## config.mk

```make
export PLATFORM = sky130hd
export DESIGN_NAME = video_timing_gen
export DESIGN_NICKNAME = d
export VERILOG_FILES = /design/src/rtl/vtg_pkg.sv /design/src/rtl/vtg_regs.sv /design/src/rtl/vtg_counters.sv /design/src/rtl/vtg_window.sv /design/src/rtl/vtg_irq.sv /design/src/rtl/video_timing_gen.sv
export SDC_FILE = /design/constraint.sdc
export NUM_CORES = 1
export LEC_CHECK = 0
export BUFFER_PORTS_ARGS = -buffer_cell sky130_fd_sc_hd__buf_2
export CORE_UTILIZATION = 45
export CTS_CLUSTER_DIAMETER = 100
export CTS_CLUSTER_SIZE = 8
export DETAILED_ROUTE_END_ITERATION = 16
export PLACE_DENSITY_LB_ADDON = 0.2
export SETUP_SLACK_MARGIN = 0.2
export SYNTH_ARGS = -nofsm -noshare
export SYNTH_HDL_FRONTEND = slang
export SYNTH_SLANG_ARGS = --single-unit
```

## constraint.sdc

```tcl
create_clock -name clk -period 4.95 [get_ports clk]
set_clock_uncertainty 0.05 [all_clocks]
set_input_delay 0.99 -clock clk [delete_from_list [all_inputs] [get_ports clk]]
set_output_delay 0.99 -clock clk [all_outputs]
set_load 0.05 [all_outputs]
```

## src/rtl/vtg_pkg.sv

```systemverilog
// Package: shared register address map, corner word layout and interrupt bit
// positions for the video timing generator.
package vtg_pkg;

    localparam int REG_AW  = 4;
    localparam int DATA_W  = 32;
    localparam int IRQ_W   = 2;
    localparam int IRQ_BOT = 0;
    localparam int IRQ_TOP = 1;

    typedef enum logic [REG_AW-1:0] {
        A_MODE    = 4'd0,
        A_CLKS    = 4'd1,
        A_HALVES  = 4'd2,
        A_SRST    = 4'd3,
        A_TSTART  = 4'd4,
        A_TSTOP   = 4'd5,
        A_BSTART  = 4'd6,
        A_BSTOP   = 4'd7,
        A_STAT    = 4'd8,
        A_STATCLR = 4'd9,
        A_MSET    = 4'd10,
        A_MCLR    = 4'd11
    } reg_addr_e;

    // Packed window corner: 1-based line above, 0-based sample below.
    typedef struct packed {
        logic [15:0] line;
        logic [15:0] samp;
    } corner_t;

endpackage

```

## src/rtl/vtg_regs.sv

```systemverilog
// Module: vtg_regs
// Register file of the timing generator. It holds the mode, line length,
// field half-lines and window corners. It also decodes the strobes that
// have side effects: soft restart, status clear and mask set/clear.
// Assumes: single-cycle writes and CNT_W <= 16.
module vtg_regs
    import vtg_pkg::*;
#(
    parameter int CNT_W      = 16,
    parameter int DEF_CLKS   = 858,
    parameter int DEF_HALVES = 1050
) (
    input  logic                 clk,
    input  logic                 rst_n,
    input  logic                 wr_en,
    input  logic [REG_AW-1:0]    wr_addr,
    input  logic [DATA_W-1:0]    wr_data,
    output logic                 slave_mode,
    output logic [CNT_W-1:0]     clks,
    output logic [CNT_W:0]       halves,
    output corner_t              top_start,
    output corner_t              top_stop,
    output corner_t              bot_start,
    output corner_t              bot_stop,
    output logic                 soft_rst,
    output logic [IRQ_W-1:0]     stat_clr,
    output logic [IRQ_W-1:0]     mask_set,
    output logic [IRQ_W-1:0]     mask_clr
);

    // Purpose: decode the write strobes that act in the current cycle.
    always_comb begin
        soft_rst = wr_en && (wr_addr == A_SRST) && wr_data[0];
        stat_clr = (wr_en && wr_addr == A_STATCLR) ? wr_data[IRQ_W-1:0] : '0;
        mask_set = (wr_en && wr_addr == A_MSET)    ? wr_data[IRQ_W-1:0] : '0;
        mask_clr = (wr_en && wr_addr == A_MCLR)    ? wr_data[IRQ_W-1:0] : '0;
    end

    // Purpose: store the configuration registers.
    always_ff @(posedge clk) begin
        if (!rst_n) begin
            slave_mode <= 1'b0;
            clks       <= CNT_W'(DEF_CLKS);
            halves     <= (CNT_W+1)'(DEF_HALVES);
            top_start  <= '0;
            top_stop   <= '0;
            bot_start  <= '0;
            bot_stop   <= '0;
        end else if (wr_en) begin
            case (wr_addr)
                A_MODE:   slave_mode <= wr_data[0];
                A_CLKS:   clks       <= wr_data[CNT_W-1:0];
                A_HALVES: halves     <= wr_data[CNT_W:0];
                A_TSTART: top_start  <= corner_t'(wr_data);
                A_TSTOP:  top_stop   <= corner_t'(wr_data);
                A_BSTART: bot_start  <= corner_t'(wr_data);
                A_BSTOP:  bot_stop   <= corner_t'(wr_data);
                default:  ;
            endcase
        end
    end

endmodule

```

## src/rtl/vtg_counters.sv

```systemverilog
// Module: vtg_counters
// Sample and line counters. The sample counter wraps at the programmed
// line length. The line counter is 1-based and wraps after half the
// half-line count. A soft restart, or a slave-mode rising edge of the
// external start input, puts the counters at line 1, sample 0.
// Assumes: ext_start is synchronous to clk.
module vtg_counters #(
    parameter int CNT_W = 16
) (
    input  logic             clk,
    input  logic             rst_n,
    input  logic [CNT_W-1:0] clks,
    input  logic [CNT_W:0]   halves,
    input  logic             slave_mode,
    input  logic             ext_start,
    input  logic             soft_rst,
    output logic [CNT_W-1:0] h_cnt,
    output logic [CNT_W-1:0] v_cnt,
    output logic             frame_end
);

    logic             ext_q;
    logic             restart;
    logic             h_last;
    logic             v_last;
    logic [CNT_W-1:0] lines;

    // Purpose: end-of-line, end-of-field and restart conditions.
    always_comb begin
        lines     = halves[CNT_W:1];
        h_last    = ({1'b0, h_cnt} + 1'b1) >= {1'b0, clks};
        v_last    = v_cnt >= lines;
        frame_end = h_last && v_last;
        restart   = soft_rst || (slave_mode && ext_start && !ext_q);
    end

    // Purpose: remember the previous external start level for edge detection.
    always_ff @(posedge clk) begin
        if (!rst_n) ext_q <= 1'b0;
        else        ext_q <= ext_start;
    end

    // Purpose: advance the raster position.
    always_ff @(posedge clk) begin
        if (!rst_n || restart) begin
            h_cnt <= '0;
            v_cnt <= CNT_W'(1);
        end else if (h_last) begin
            h_cnt <= '0;
            v_cnt <= v_last ? CNT_W'(1) : v_cnt + 1'b1;
        end else begin
            h_cnt <= h_cnt + 1'b1;
        end
    end

endmodule

```

## src/rtl/vtg_window.sv

```systemverilog
// Module: vtg_window
// Compares the raster position with the packed window corners. It drives
// the active flag from the top window and the bottom event from the
// bottom stop corner, and passes the field-end pulse through as the top event.
// Assumes: CNT_W <= 16, so a counter fits in a corner field.
module vtg_window
    import vtg_pkg::*;
#(
    parameter int CNT_W = 16
) (
    input  logic [CNT_W-1:0] h_cnt,
    input  logic [CNT_W-1:0] v_cnt,
    input  logic             frame_end,
    input  corner_t          top_start,
    input  corner_t          top_stop,
    input  corner_t          bot_stop,
    output logic             active,
    output logic             top_evt,
    output logic             bot_evt
);

    logic [15:0] h16;
    logic [15:0] v16;
    logic        in_lines;
    logic        in_samps;

    // Purpose: widen the counters and test the inclusive window bounds.
    always_comb begin
        h16      = 16'(h_cnt);
        v16      = 16'(v_cnt);
        in_lines = (v16 >= top_start.line) && (v16 <= top_stop.line);
        in_samps = (h16 >= top_start.samp) && (h16 <= top_stop.samp);
        active   = in_lines && in_samps;
        top_evt  = frame_end;
        bot_evt  = (v16 == bot_stop.line) && (h16 == bot_stop.samp);
    end

endmodule

```

## src/rtl/vtg_irq.sv

```systemverilog
// Module: vtg_irq
// Sticky event status with write-1-to-clear, a mask with separate set and
// clear strobes, and the combined interrupt output. One slice is generated
// per event bit. Within a cycle a new event beats a clear, and a mask set
// beats a mask clear.
module vtg_irq #(
    parameter int N = 2
) (
    input  logic         clk,
    input  logic         rst_n,
    input  logic [N-1:0] evt,
    input  logic [N-1:0] stat_clr,
    input  logic [N-1:0] mask_set,
    input  logic [N-1:0] mask_clr,
    output logic [N-1:0] status,
    output logic [N-1:0] mask,
    output logic         irq
);

    for (genvar i = 0; i < N; i++) begin : g_bit
        // Purpose: hold one status bit and one mask bit.
        always_ff @(posedge clk) begin
            if (!rst_n) begin
                status[i] <= 1'b0;
                mask[i]   <= 1'b0;
            end else begin
                status[i] <= evt[i] | (status[i] & ~stat_clr[i]);
                mask[i]   <= mask_set[i] | (mask[i] & ~mask_clr[i]);
            end
        end
    end

    // Purpose: raise the request while any enabled status bit is set.
    always_comb irq = |(status & mask);

endmodule

```

## src/rtl/video_timing_gen.sv

```systemverilog
// Module: video_timing_gen (top)
// Progressive video timing generator: register file, raster counters,
// window decode and interrupt logic, with a combinational read mux.
// Assumes: progressive scan only. The bottom start word is stored and can
// be read back, but it does not affect the outputs.
module video_timing_gen
    import vtg_pkg::*;
#(
    parameter int CNT_W      = 16,
    parameter int DEF_CLKS   = 858,
    parameter int DEF_HALVES = 1050
) (
    input  logic              clk,
    input  logic              rst_n,
    input  logic              wr_en,
    input  logic [3:0]        wr_addr,
    input  logic [31:0]       wr_data,
    input  logic [3:0]        rd_addr,
    output logic [31:0]       rd_data,
    input  logic              ext_start,
    output logic              active,
    output logic              top_evt,
    output logic              bot_evt,
    output logic              irq
);

    logic             slave_mode;
    logic [CNT_W-1:0] clks;
    logic [CNT_W:0]   halves;
    corner_t          top_start, top_stop, bot_start, bot_stop;
    logic             soft_rst;
    logic [IRQ_W-1:0] stat_clr, mask_set, mask_clr;
    logic [IRQ_W-1:0] status, mask, evt;
    logic [CNT_W-1:0] h_cnt, v_cnt;
    logic             frame_end;

    vtg_regs #(.CNT_W(CNT_W), .DEF_CLKS(DEF_CLKS), .DEF_HALVES(DEF_HALVES)) regs_i (
        .clk(clk), .rst_n(rst_n), .wr_en(wr_en), .wr_addr(wr_addr),
        .wr_data(wr_data), .slave_mode(slave_mode), .clks(clks),
        .halves(halves), .top_start(top_start), .top_stop(top_stop),
        .bot_start(bot_start), .bot_stop(bot_stop), .soft_rst(soft_rst),
        .stat_clr(stat_clr), .mask_set(mask_set), .mask_clr(mask_clr)
    );

    vtg_counters #(.CNT_W(CNT_W)) cnt_i (
        .clk(clk), .rst_n(rst_n), .clks(clks), .halves(halves),
        .slave_mode(slave_mode), .ext_start(ext_start), .soft_rst(soft_rst),
        .h_cnt(h_cnt), .v_cnt(v_cnt), .frame_end(frame_end)
    );

    vtg_window #(.CNT_W(CNT_W)) win_i (
        .h_cnt(h_cnt), .v_cnt(v_cnt), .frame_end(frame_end),
        .top_start(top_start), .top_stop(top_stop), .bot_stop(bot_stop),
        .active(active), .top_evt(top_evt), .bot_evt(bot_evt)
    );

    // Purpose: place each event pulse at its status bit position.
    always_comb begin
        evt          = '0;
        evt[IRQ_TOP] = top_evt;
        evt[IRQ_BOT] = bot_evt;
    end

    vtg_irq #(.N(IRQ_W)) irq_i (
        .clk(clk), .rst_n(rst_n), .evt(evt), .stat_clr(stat_clr),
        .mask_set(mask_set), .mask_clr(mask_clr), .status(status),
        .mask(mask), .irq(irq)
    );

    // Purpose: return the addressed register; strobe-only addresses read 0.
    always_comb begin
        case (rd_addr)
            A_MODE:   rd_data = {31'b0, slave_mode};
            A_CLKS:   rd_data = 32'(clks);
            A_HALVES: rd_data = 32'(halves);
            A_TSTART: rd_data = top_start;
            A_TSTOP:  rd_data = top_stop;
            A_BSTART: rd_data = bot_start;
            A_BSTOP:  rd_data = bot_stop;
            A_STAT:   rd_data = 32'(status);
            A_MSET:   rd_data = 32'(mask);
            default:  rd_data = '0;
        endcase
    end

endmodule

```

==> results.md <==
* Result of the run: finished, final reports clean
* Crit path DAT at 3.50 ns
* Proportion of synthesized chip area in sequential cells at 0.344
* Area share of the largest cell type after synthesis at 0.344
* Number of antenna violations at the first check in global routing at 0
* Peak Freq at 220 MHz
* Via count of the first global-routing pass at 9555
* Clock buffers created by TritonCTS at 17
* Reg-to-Reg Start: cnt_i.h_cnt[5]
* Nets at 1596
* Worst R2R End: cnt_i.v_cnt[7]
* Worst rel slew slack at 0.170
* Row count at 58
* Number of diodes added for antenna fixing at 0
* Critical Path End Type: output port
* Overall global routing resource usage at 0.283
* Simple logic cell fraction of the synthesized area at 0.204
* CTS tree: yes
* Largest area contributor in the netlist: sky130_fd_sc_hd__dfxtp_1
* Origin of the worst min-delay path: regs_i.bot_start[1]
* XOR/XNOR Fraction of Synth Area at 0.0401
* Maximum fanout along the worst path at 8
* Post-synthesis instance total at 1414
* Worst-case clock buffer depth at 2
* Dominant combinational cell family by area after synthesis: simple AND/OR/NAND/NOR gates
* Post-synthesis compound-gate area fraction at 0.197
* Number of flops mapped to enable cells by yosys at 0
* Die Y at 162 um
* Number of detailed-route iterations in the first pass at 5
* Synth Register Bits at 199
* Required time at the endpoint of the critical path at 3.91 ns
* RSZ-0062 raised after global routing: false
* Total nets after synthesis at 1556
* Dominant cell by count in the synthesized netlist: sky130_fd_sc_hd__nand2_1
* Aggregate negative setup slack at 0 ns
* Fraction of final layout cells with drive strength greater than 1 at 0.115
* Estimated wirelength of the detail-placed design at 26.2 mm
* Ratio of routed vias to standard cells at 5.62
* Top post-synthesis cells by area: sky130_fd_sc_hd__dfxtp_1 (34%), sky130_fd_sc_hd__nand2_1 (11%), sky130_fd_sc_hd__ha_1 (11%)
* Clock-pin transition on the worst setup and hold timing paths at 0.08 ns
* Die area at 26400 um^2
* Pin count of the biggest net entering global routing at 88
* Placement-stage cell area at 12200 um^2
* Hold crit path type: flip-flop to flip-flop
* Mux share of post-synthesis cell area at 0.0495
* Clk_lat worst skew at 0.46 ns
* Area share of fa/ha/maj cells after synthesis at 0.106
* Final ANT Viol Nets at 0
* Maximum ir drop on the vdd rail at 161 uV
* Post-Syn Area at 11600 um^2
* Detailed-route DRC error count at 0
* Count of max-cap constraint violations at 0
* Global-route wire length before repair at 56.5 mm
* Hold endpoint: regs_i.bot_start[1]
* Final Cycle Share at 0.918
* Worst-margin pin slew at 1.24 ns
* Placer Congestion at 0.967
* Final Critical Period at 4.54 ns
* Main flop type after synthesis: sky130_fd_sc_hd__dfxtp_1
* Power Density at 262 nW/um^2
* Yosys warnings at 0
* Final Hold Vio Count at 0
* Worst Hold Margin at 0.418 ns
* Area of the placeable core at 25200 um^2
* Clock Sink Count at 199
* Mapped Avg Cell Area at 8.19 um^2
* Initial Utilization at 0.460
* Internal reg-to-reg setup slack at 1.15 ns
* Total routed wirelength at 36.3 mm
* Final design instance area without fill at 12900 um^2
* Chip width at 162 um
* Total grt overflow at 0
* Average wire per standard cell at 20.2 um
* CTS root buf: sky130_fd_sc_hd__clkbuf_16
* Number of DRC markers in iteration 0 at 1022
* WHS Path Cells at 2
* Number of buffers added on ports at 79
* Total number of vias at 10.1k
* Final Slew Violations at 0
* Most frequent cells after synthesis: sky130_fd_sc_hd__nand2_1 (344), sky130_fd_sc_hd__dfxtp_1 (199), sky130_fd_sc_hd__a21boi_0 (152)
* Depth of the worst register-to-register path at 12
* Async S/R FF share, synth at 0
* P_leak at 5.29 nW
* H-tree lvl count at 4
* Endpoints failing setup at 0
* Sort of element at the start of the critical path: flip-flop
* Crit path kind: flip-flop to output port
* Count of cell types in the netlist at 59
* I/O pin count at 80
* Synthesis-to-finish area growth at 11.2%
* Quantity of hold-fixing buffers added after cts at 0
## cell usage in the layout (no fill, tap or decap), types with 34 or more instances in the layout
cell,synthesis,routed
sky130_fd_sc_hd__xor2_1,38,38
sky130_fd_sc_hd__buf_2,4,77
sky130_fd_sc_hd__a21oi_1,50,50
sky130_fd_sc_hd__o21ai_0,34,34
sky130_fd_sc_hd__ha_1,98,98
sky130_fd_sc_hd__dfxtp_1,199,198
sky130_fd_sc_hd__nor2_1,39,39
sky130_fd_sc_hd__inv_1,95,95
sky130_fd_sc_hd__nand2_1,344,343
sky130_fd_sc_hd__a21boi_0,152,152
## registers in the layout, summed over array words and instances (netlist names)
name / count
regs_i.bot_start: 32
regs_i.bot_stop: 32
regs_i.top_start: 32
regs_i.top_stop: 32
regs_i.halves: 17
cnt_i.h_cnt: 16
cnt_i.v_cnt: 16
regs_i.clks: 16
irq_i.mask: 2
irq_i.status: 2
cnt_i.ext_q: 1
regs_i.slave_mode: 1
## report_power, final
group          total [mW]  switching [mW]  internal, mW
Clock                1.44           0.734         0.706
Sequential           1.64          0.0223          1.62
Combinational       0.297           0.192         0.105
Total                3.38           0.948          2.43
## critical path, cell delays in order (launching register included)
cell and delay [ns]:
sky130_fd_sc_hd__dfxtp_1 0.50, sky130_fd_sc_hd__and4_4 0.31, sky130_fd_sc_hd__nand3_1 0.15, sky130_fd_sc_hd__inv_1 0.10
sky130_fd_sc_hd__nand3_1 0.12, sky130_fd_sc_hd__xnor2_1 0.17, sky130_fd_sc_hd__ha_1 0.33, sky130_fd_sc_hd__and4_1 0.23
sky130_fd_sc_hd__a221oi_1 0.09, sky130_fd_sc_hd__or2_2 0.36, sky130_fd_sc_hd__and2_4 0.19, sky130_fd_sc_hd__nor2_1 0.24
sky130_fd_sc_hd__buf_4 0.25
## kinds of logic after synthesis
kind of cell,Yosys count
xor+xnor,53
fa+ha+maj,98
simple gates,527
buf+inv,177
mux,37
compound gates,323
flops,199
## what timing repair did
action	in CTS	in global routing
buffers inserted	0	2
endpoints found under the setup margin	1	1
gates cloned	1	0
gates resized for setup	0	4
## per-stage QoR
step	util	total power [mW]	instances	worst slack, ns
after detailed placement	0.486	1.97	1762	0.598
final	0.511	3.38	1797	0.408
after floorplan	-	1.85	1414	0.497
after CTS	0.511	3.39	1795	0.246
after global placement	0.486	1.97	1762	0.661
after global routing	0.511	3.49	1797	0.209
## how the worst max path moves through the flow
| stage | start | endpoint | slack, ns | cells past startpoint |
|---|---|---|---|---|
| finish | cnt_i.h_cnt[5] | top_evt | 0.41 | 12 |
| global route | cnt_i.h_cnt[1] | top_evt | 0.21 | 12 |
| CTS | cnt_i.h_cnt[0] | top_evt | 0.25 | 12 |
| detailed placement | cnt_i.h_cnt[0] | top_evt | 0.60 | 12 |
| global placement | cnt_i.h_cnt[0] | top_evt | 0.66 | 12 |
| floorplan | rd_addr[0] | rd_data[12] | 0.50 | 7 |
## per-layer routing
| metal | wire (um) | GRT usage | part of all wire |
|---|---|---|---|
| met2 | 16300 | 0.441 | 0.45 |
| met5 | 0 | 0 | 0 |
| met1 | 17000 | 0.411 | 0.47 |
| met3 | 2320 | 0.0364 | 0.064 |
| met4 | 639 | 0.0708 | 0.018 |
## area by class of cell
class	instances	area, um^2
fill	2392	12300
multi-input combinational	1039	6950
sequential	199	3990
timing repair buffer	102	573
clock buffer	19	453
tap	330	413
inverter	95	357
clock inverter	13	148
No activity file was read; power rests on OpenSTA's default activity.
